<file path="config.mk">
export PLATFORM = sky130hd
export DESIGN_NAME = dma_chan_ctrl
export DESIGN_NICKNAME = d
export VERILOG_FILES = /design/src/rtl/dma_chan_pkg.sv /design/src/rtl/dma_chan_count.sv /design/src/rtl/dma_chan_addr.sv /design/src/rtl/dma_chan_ctrl.sv
export SDC_FILE = /design/constraint.sdc
export NUM_CORES = 1
export LEC_CHECK = 0
export BUFFER_PORTS_ARGS = -buffer_cell sky130_fd_sc_hd__buf_2
export CAP_MARGIN = 10
export CORE_ASPECT_RATIO = 1.75
export CORE_MARGIN = 10
export CORE_UTILIZATION = 50
export CTS_BUF_LIST = sky130_fd_sc_hd__clkbuf_8 sky130_fd_sc_hd__clkbuf_16
export DETAILED_ROUTE_END_ITERATION = 12
export HOLD_SLACK_MARGIN = 0.03
export PLACE_DENSITY = 0.74
export REMOVE_ABC_BUFFERS = 1
export SLEW_MARGIN = 0
export SYNTH_ARGS = -nofsm -noshare
export SYNTH_HDL_FRONTEND = slang
export SYNTH_HIERARCHICAL = 1
export SYNTH_SLANG_ARGS = --single-unit
</file>
<file path="constraint.sdc">
create_clock -name clk -period 3.29 [get_ports clk]
set_input_delay 0 -clock clk [delete_from_list [all_inputs] [get_ports clk]]
set_output_delay 0 -clock clk [all_outputs]
set_load 0.1 [all_outputs]
</file>
<file path="src/rtl/dma_chan_pkg.sv">
package dma_chan_pkg;

    localparam int ADDR_W = 32;
    localparam int CNT_W  = 16;
    localparam int REG_W  = 32;
    localparam int SEL_W  = 3;

    localparam logic [SEL_W-1:0] SEL_CTRL  = 3'd0;
    localparam logic [SEL_W-1:0] SEL_CNT   = 3'd1;
    localparam logic [SEL_W-1:0] SEL_PBASE = 3'd2;
    localparam logic [SEL_W-1:0] SEL_MBASE = 3'd3;

    typedef enum logic [1:0] {
        WID_BYTE = 2'b00,
        WID_HALF = 2'b01,
        WID_WORD = 2'b10,
        WID_RSVD = 2'b11
    } width_e;

    typedef struct packed {
        width_e mwidth;
        width_e pwidth;
        logic   minc;
        logic   pinc;
        logic   circ;
        logic   en;
    } ctrl_t;

    localparam int CTRL_W = $bits(ctrl_t);

    // low address bits cleared for a given width
    function automatic logic [1:0] low_mask(width_e w);
        case (w)
            WID_BYTE: low_mask = 2'b00;
            WID_HALF: low_mask = 2'b01;
            default:  low_mask = 2'b11;
        endcase
    endfunction

    // bytes moved per transfer
    function automatic logic [2:0] step_bytes(width_e w);
        case (w)
            WID_BYTE: step_bytes = 3'd1;
            WID_HALF: step_bytes = 3'd2;
            default:  step_bytes = 3'd4;
        endcase
    endfunction

endpackage

</file>
<file path="src/rtl/dma_chan_count.sv">
module dma_chan_count #(
    parameter int CW = 16
) (
    input  logic          clk,
    input  logic          rst,
    input  logic          wr_en,
    input  logic [CW-1:0] wr_data,
    input  logic          en,
    input  logic          circ,
    input  logic          ack,
    output logic [CW-1:0] cnt_o,
    output logic          req_o,
    output logic          step_o,
    output logic          reload_o,
    output logic          done_o
);

    logic [CW-1:0] cnt_q;
    logic [CW-1:0] shadow_q;
    logic          done_q;
    logic          busy;
    logic          ack_ok;
    logic          last;

    assign busy   = en && (cnt_q != '0);
    assign ack_ok = ack && busy;
    assign last   = ack_ok && (cnt_q == CW'(1));

    always_ff @(posedge clk) begin
        if (rst) begin
            cnt_q    <= '0;
            shadow_q <= '0;
            done_q   <= 1'b0;
        end else begin
            done_q <= last;
            if (wr_en && !en) begin
                cnt_q    <= wr_data;
                shadow_q <= wr_data;
            end else if (ack_ok) begin
                cnt_q <= (last && circ) ? shadow_q : cnt_q - CW'(1);
            end
        end
    end

    assign cnt_o    = cnt_q;
    assign req_o    = busy;
    assign step_o   = ack_ok;
    assign reload_o = last && circ;
    assign done_o   = done_q;


    locked_shadow_chk: assert property (@(posedge clk) disable iff (rst)
        (en && wr_en) |=> (shadow_q == $past(shadow_q)));


    count_dec_chk: assert property (@(posedge clk) disable iff (rst)
        (ack_ok && cnt_q > CW'(1)) |=> (cnt_q == $past(cnt_q) - CW'(1)));


    circ_reload_chk: assert property (@(posedge clk) disable iff (rst)
        (last && circ) |=> (cnt_q == $past(shadow_q)));


    oneshot_end_chk: assert property (@(posedge clk) disable iff (rst)
        (last && !circ) |=> (done_o && cnt_q == '0 && !req_o));

endmodule

</file>
<file path="src/rtl/dma_chan_addr.sv">
module dma_chan_addr
    import dma_chan_pkg::*;
#(
    parameter int AW = 32
) (
    input  logic          clk,
    input  logic          rst,
    input  logic          wr_en,
    input  logic [AW-1:0] wr_data,
    input  logic          en,
    input  logic          inc_en,
    input  width_e        width,
    input  logic          step,
    input  logic          reload,
    output logic [AW-1:0] base_o,
    output logic [AW-1:0] addr_o
);

    logic [AW-1:0] base_q;
    logic [AW-1:0] cur_q;
    logic [AW-1:0] incr;

    assign incr = AW'(step_bytes(width));

    always_ff @(posedge clk) begin
        if (rst) begin
            base_q <= '0;
            cur_q  <= '0;
        end else begin
            if (wr_en && !en)
                base_q <= wr_data;
            if (!en || reload)
                cur_q <= base_q;
            else if (step && inc_en)
                cur_q <= cur_q + incr;
        end
    end

    assign base_o = base_q;
    assign addr_o = {cur_q[AW-1:2], cur_q[1:0] & ~low_mask(width)};


    addr_step_chk: assert property (@(posedge clk) disable iff (rst)
        (en && step && inc_en && !reload && !wr_en) |=> (cur_q == $past(cur_q) + $past(incr)));


    locked_base_chk: assert property (@(posedge clk) disable iff (rst)
        en |=> (base_q == $past(base_q)));

endmodule

</file>
<file path="src/rtl/dma_chan_ctrl.sv">
module dma_chan_ctrl
    import dma_chan_pkg::*;
#(
    parameter int AW = ADDR_W,
    parameter int CW = CNT_W,
    parameter int RW = REG_W,
    parameter int SW = SEL_W
) (
    input  logic          clk,
    input  logic          rst,
    input  logic          reg_wr_en,
    input  logic [SW-1:0] reg_wr_sel,
    input  logic [RW-1:0] reg_wr_data,
    input  logic [SW-1:0] reg_rd_sel,
    output logic [RW-1:0] reg_rd_data,
    output logic          xfer_req,
    input  logic          xfer_ack,
    output logic [AW-1:0] xfer_paddr,
    output logic [AW-1:0] xfer_maddr,
    output logic          done_pulse
);

    localparam int NSIDE = 2;

    ctrl_t         ctrl_q;
    logic [CW-1:0] cnt;
    logic          step;
    logic          reload;
    logic          cnt_wr;

    logic [NSIDE-1:0]   side_wr;
    logic [NSIDE-1:0]   side_inc;
    width_e             side_wid  [NSIDE];
    logic [AW-1:0]      side_base [NSIDE];
    logic [AW-1:0]      side_addr [NSIDE];

    always_ff @(posedge clk) begin
        if (rst)
            ctrl_q <= '0;
        else if (reg_wr_en && reg_wr_sel == SW'(SEL_CTRL))
            ctrl_q <= ctrl_t'(reg_wr_data[CTRL_W-1:0]);
    end

    assign cnt_wr = reg_wr_en && (reg_wr_sel == SW'(SEL_CNT));

    dma_chan_count #(.CW(CW)) u_count (
        .clk      (clk),
        .rst      (rst),
        .wr_en    (cnt_wr),
        .wr_data  (reg_wr_data[CW-1:0]),
        .en       (ctrl_q.en),
        .circ     (ctrl_q.circ),
        .ack      (xfer_ack),
        .cnt_o    (cnt),
        .req_o    (xfer_req),
        .step_o   (step),
        .reload_o (reload),
        .done_o   (done_pulse)
    );

    assign side_wr[0]  = reg_wr_en && (reg_wr_sel == SW'(SEL_PBASE));
    assign side_wr[1]  = reg_wr_en && (reg_wr_sel == SW'(SEL_MBASE));
    assign side_inc[0] = ctrl_q.pinc;
    assign side_inc[1] = ctrl_q.minc;
    assign side_wid[0] = ctrl_q.pwidth;
    assign side_wid[1] = ctrl_q.mwidth;

    for (genvar s = 0; s < NSIDE; s++) begin : g_side
        dma_chan_addr #(.AW(AW)) u_addr (
            .clk     (clk),
            .rst     (rst),
            .wr_en   (side_wr[s]),
            .wr_data (reg_wr_data[AW-1:0]),
            .en      (ctrl_q.en),
            .inc_en  (side_inc[s]),
            .width   (side_wid[s]),
            .step    (step),
            .reload  (reload),
            .base_o  (side_base[s]),
            .addr_o  (side_addr[s])
        );
    end

    assign xfer_paddr = side_addr[0];
    assign xfer_maddr = side_addr[1];

    always_comb begin
        reg_rd_data = '0;
        case (reg_rd_sel)
            SW'(SEL_CTRL):  reg_rd_data = RW'(ctrl_q);
            SW'(SEL_CNT):   reg_rd_data = RW'(cnt);
            SW'(SEL_PBASE): reg_rd_data = RW'(side_base[0]);
            SW'(SEL_MBASE): reg_rd_data = RW'(side_base[1]);
            default:        reg_rd_data = '0;
        endcase
    end


    req_gate_chk: assert property (@(posedge clk) disable iff (rst)
        xfer_req |-> (ctrl_q.en && cnt != '0));


    palign_half_chk: assert property (@(posedge clk) disable iff (rst)
        (ctrl_q.pwidth == WID_HALF) |-> (xfer_paddr[0] == 1'b0));


    palign_word_chk: assert property (@(posedge clk) disable iff (rst)
        (ctrl_q.pwidth == WID_WORD) |-> (xfer_paddr[1:0] == 2'b00));


    idle_ack_chk: assert property (@(posedge clk) disable iff (rst)
        (xfer_ack && !xfer_req && !reg_wr_en) |=> ($stable(cnt) && !done_pulse));

endmodule

</file>
==> summary.txt <==
Status
  • Status: finished clean

Pwr
  • Reg power frac: 0.453
  • Sw Pwr: between 1000 and 1500 µW
  • VDD IR max: slightly below 0.0003 V
  • Internal power: 3309 µW
  • Clock power share: 0.400
  • Logic pwr share: 0.147
  • Sw Ratio: 0.3054
  • Tot Pwr: 4763 µW
  • Power density cells: approximately 440 nW/µm²
  • P_leak: 0.004115 µW

Logic synthesis
  • Cell taking the most area after synthesis: dfxtp_1
  • Cell variety after synth: 69
  • Cell count after synthesis: 1178
  • Ys Warns: 6
  • Flops & latches, synth: 169
  • Top post-synthesis cells by area: dfxtp_1 (36%), nand2_1 (7.9%), a21oi_1 (5.9%)
  • Async SR Flop Fraction: 0
  • Count leader, synth: nand2_1
  • Syn Area/Cell: 8.073 µm²
  • Most frequent cells after synthesis: nand2_1 (199), dfxtp_1 (169), a21oi_1 (112)
  • Synth top area share: 0.3557
  • Seq/Total Area, Yosys: 0.3557
  • Dominant synthesized flop cell: dfxtp_1
  • EDFF count, synth: 0
  • Synthesized area: 9510 µm²

Detailed routing
  • Detailed Route Iter0 Violations: 654
  • Detail Route Antenna Nets: 0
  • Pre-Repair DR Iteration Count: 6
  • Post-Route WL: about 30000 µm
  • DRC Markers: 0
  • DR vias: 8925
  • WL/cell: around 20 µm
  • Vias per std cell: slightly below 6

Place
  • I/O Buffers: roughly 140
  • Final Wtd Congestion: 0.9259
  • Dpl cells: 1445
  • HPWL after DPL: 22360 µm

Critical path
  • WP data arrival: roughly 3.2 ns
  • Critical path required time: 3.55 ns
  • Worst setup path class: flip-flop to flip-flop
  • Setup crit end: g_side[0].u_addr/cur_q[6]
  • Critical-path cell list: inv_1 -> ha_1 -> or4b_2 -> nor4_1 -> nor2_1 -> buf_4 -> nand2_1 -> nor2_1 -> nand4_1 -> xor2_1 -> a211oi_1
  • Top cell family by delay on the critical path: simple AND/OR/NAND/NOR gates
  • FF-to-FF path depth: 11
  • Worst Path Max Fanout: 15
  • CP max stage delay: 0.59 ns
  • Startpoint types: flip-flop
  • Worst path bufs/invs: 2
  • Worst path most repeated cell: nor2_1
  • CP Launch Point: u_count/cnt_o[0]
  • Reg-to-reg critical path startpoint: u_count/cnt_o[0]
  • Worst setup EP type: flip-flop
  • Reg2Reg Setup Slack: 0.34 ns
  • Crit-path slowest cell: or4b_2
  • CP Depth: 11
  • Worst r2r dst: g_side[0].u_addr/cur_q[6]

Min path
  • HP Class: input pin to flip-flop

Global route
  • Layer carrying the most global-route usage: met2
  • Global-route met1 utilization: 0.2387
  • Global Route Usage Sum: 0.2337
  • Largest net degree at the start of global routing: between 50 and 60
  • First-pass GRT wire length: between 40000 and 50000 µm
  • GR Overflow Total: 0
  • Met2 Usage GRT: 0.4254
  • Vias in the first global route: approximately 8.8k
  • Met3 GRT Util: 0.04008
  • Initial antenna violation count: 0

Run
  • Max-Cap Viols: 0

Timing
  • Maximum operating frequency: roughly 340 MHz
  • Worst-Margin Slew: roughly 1.1 ns
  • RSZ-0062 raised after global routing: no
  • Final Hold Viols: 0
  • Max_slew headroom: 0.2264
  • Minimum clock period: 2.945 ns
  • Setup skew after layout: 0.01004 ns
  • Fin. max-slew vios: 0
  • Fin crit share: 0.8953
  • Final Setup Violations: 0

Clock tree
  • Clock Pin Slew Worst Setup and Hold Paths: 0.07 ns
  • Clock Tree Buf Depth: 2
  • Post-CTS resize count: 0
  • Clk_lat worst skew: between 0.4 and 0.5 ns
  • Clk root buf: clkbuf_16
  • Clock sink count: 169
  • Total CTS buffers: 17
  • H-tree level count: 4
  • TritonCTS clock tree: done

Final layout
  • Layout net count: 1311
  • Fraction of layout cells with a size suffix above 1: 0.1888
  • Inserted Diodes: 0
  • Number of fill cells: 1739
  • Non-filler cells, final: 1509
  • Layout overhead on the synthesized area: 13.33%

Floorplanning
  • # rows: 66
  • Die height: 202.4 µm
  • Initial core utilization: 0.5096
  • I/O pins: 140
  • Die width: 124.3 µm
  • Core area: 18660 µm²
  • Die area: 25150 µm²
==> worst min path at each step <==
stage	from	end	slack, ns	depth (start not counted)
after floorplan	rst	g_side[0].u_addr/cur_q[12]	0.06	1
after global placement	reg_wr_data[20]	g_side[0].u_addr/base_o[20]	0.25	3
after detailed placement	reg_wr_data[19]	g_side[1].u_addr/base_o[19]	0.26	3
after CTS	rst	g_side[0].u_addr/base_o[2]	0.06	2
after global routing	reg_wr_sel[2]	ctrl_q[5]	0.09	4
final	rst	g_side[0].u_addr/base_o[5]	0.08	2
==> logic make-up (layout without fill, tap and decap cells) <==
| group | count (synthesis) | in the layout | share of synthesized area |
|---|---|---|---|
| mux | 57 | 57 | 0.06012 |
| xor+xnor | 57 | 57 | 0.05249 |
| flops | 169 | 169 | 0.3557 |
| fa+ha+maj | 11 | 11 | 0.01605 |
| compound gates | 272 | 272 | 0.1816 |
| buf+inv | 156 | 249 | 0.09815 |
| simple gates | 456 | 456 | 0.2359 |
==> power groups by stage <==
stage | sequential [µW] | clock [µW] | combinational [µW]
finish | 2160 | 1910 | 699
global route | 2160 | 1990 | 746
CTS | 2160 | 1930 | 694
floorplan | 2300 | 0 | 317
detailed placement | 2200 | 0 | 660
global placement | 2200 | 0 | 657
==> metrics by stage <==
stage / setup TNS [ns] / util / hold WS (ns) / worst slack [ns] / cell area (µm²)
finish: 0 / 0.5775 / 0.08349 / 0.3446 / 10780
CTS: 0 / 0.5775 / 0.06495 / 0.3552 / 10780
global placement: 0 / 0.5306 / 0.2533 / 0.4714 / 9903
detailed placement: 0 / 0.5306 / 0.2592 / 0.3969 / 9903
global route: 0 / 0.5775 / 0.09377 / 0.1455 / 10780
floorplan: -13.97 / - / 0.06465 / -0.3241 / 8637
==> metal layers <==
metal  wire, µm  vias up
met1      11100     4276
met5          0        -
met2      16110      301
met4       1915        0
met3       1458       81
li1           -     4267
==> flip-flops by register name, indices dropped and copies added, names as in the netlist <==
signal,cells
g_side.u_addr/base_o,64
g_side.u_addr/cur_q,64
u_count/cnt_o,16
u_count/shadow_q,16
ctrl_q,8
u_count/done_o,1
==> cell usage in the layout, fill, tap and decap left out, types with 22 or more instances in the layout <==
master,count
a211oi_1,46
a21oi_1,112
buf_2,138
buf_4,29
dfxtp_1,169
dlygate4sd3_1,32
mux2i_1,56
nand2_1,199
nand2b_1,22
nand3_1,27
nand4_1,32
nor2_1,79
o21ai_0,36
xor2_1,43
==> what timing repair did <==
item                                   CTS  global route
setup buffers                            0             0
endpoints found under the hold margin   99             0
hold buffers                            32             0
==> layout make-up <==
| cell class | instances | area (µm²) | area share |
|---|---|---|---|
| timing repair buffer | 201 | 1269 | 0.1177 |
| clock inverter | 14 | 115.1 | 0.01068 |
| clock buffer | 18 | 439.2 | 0.04075 |
| sequential | 169 | 3383 | 0.3139 |
| inverter | 16 | 60.06 | 0.005572 |
| tap | 238 | 297.8 | 0.02763 |
| multi-input combinational | 853 | 5214 | 0.4837 |
(Power assumes the default switching activity.)
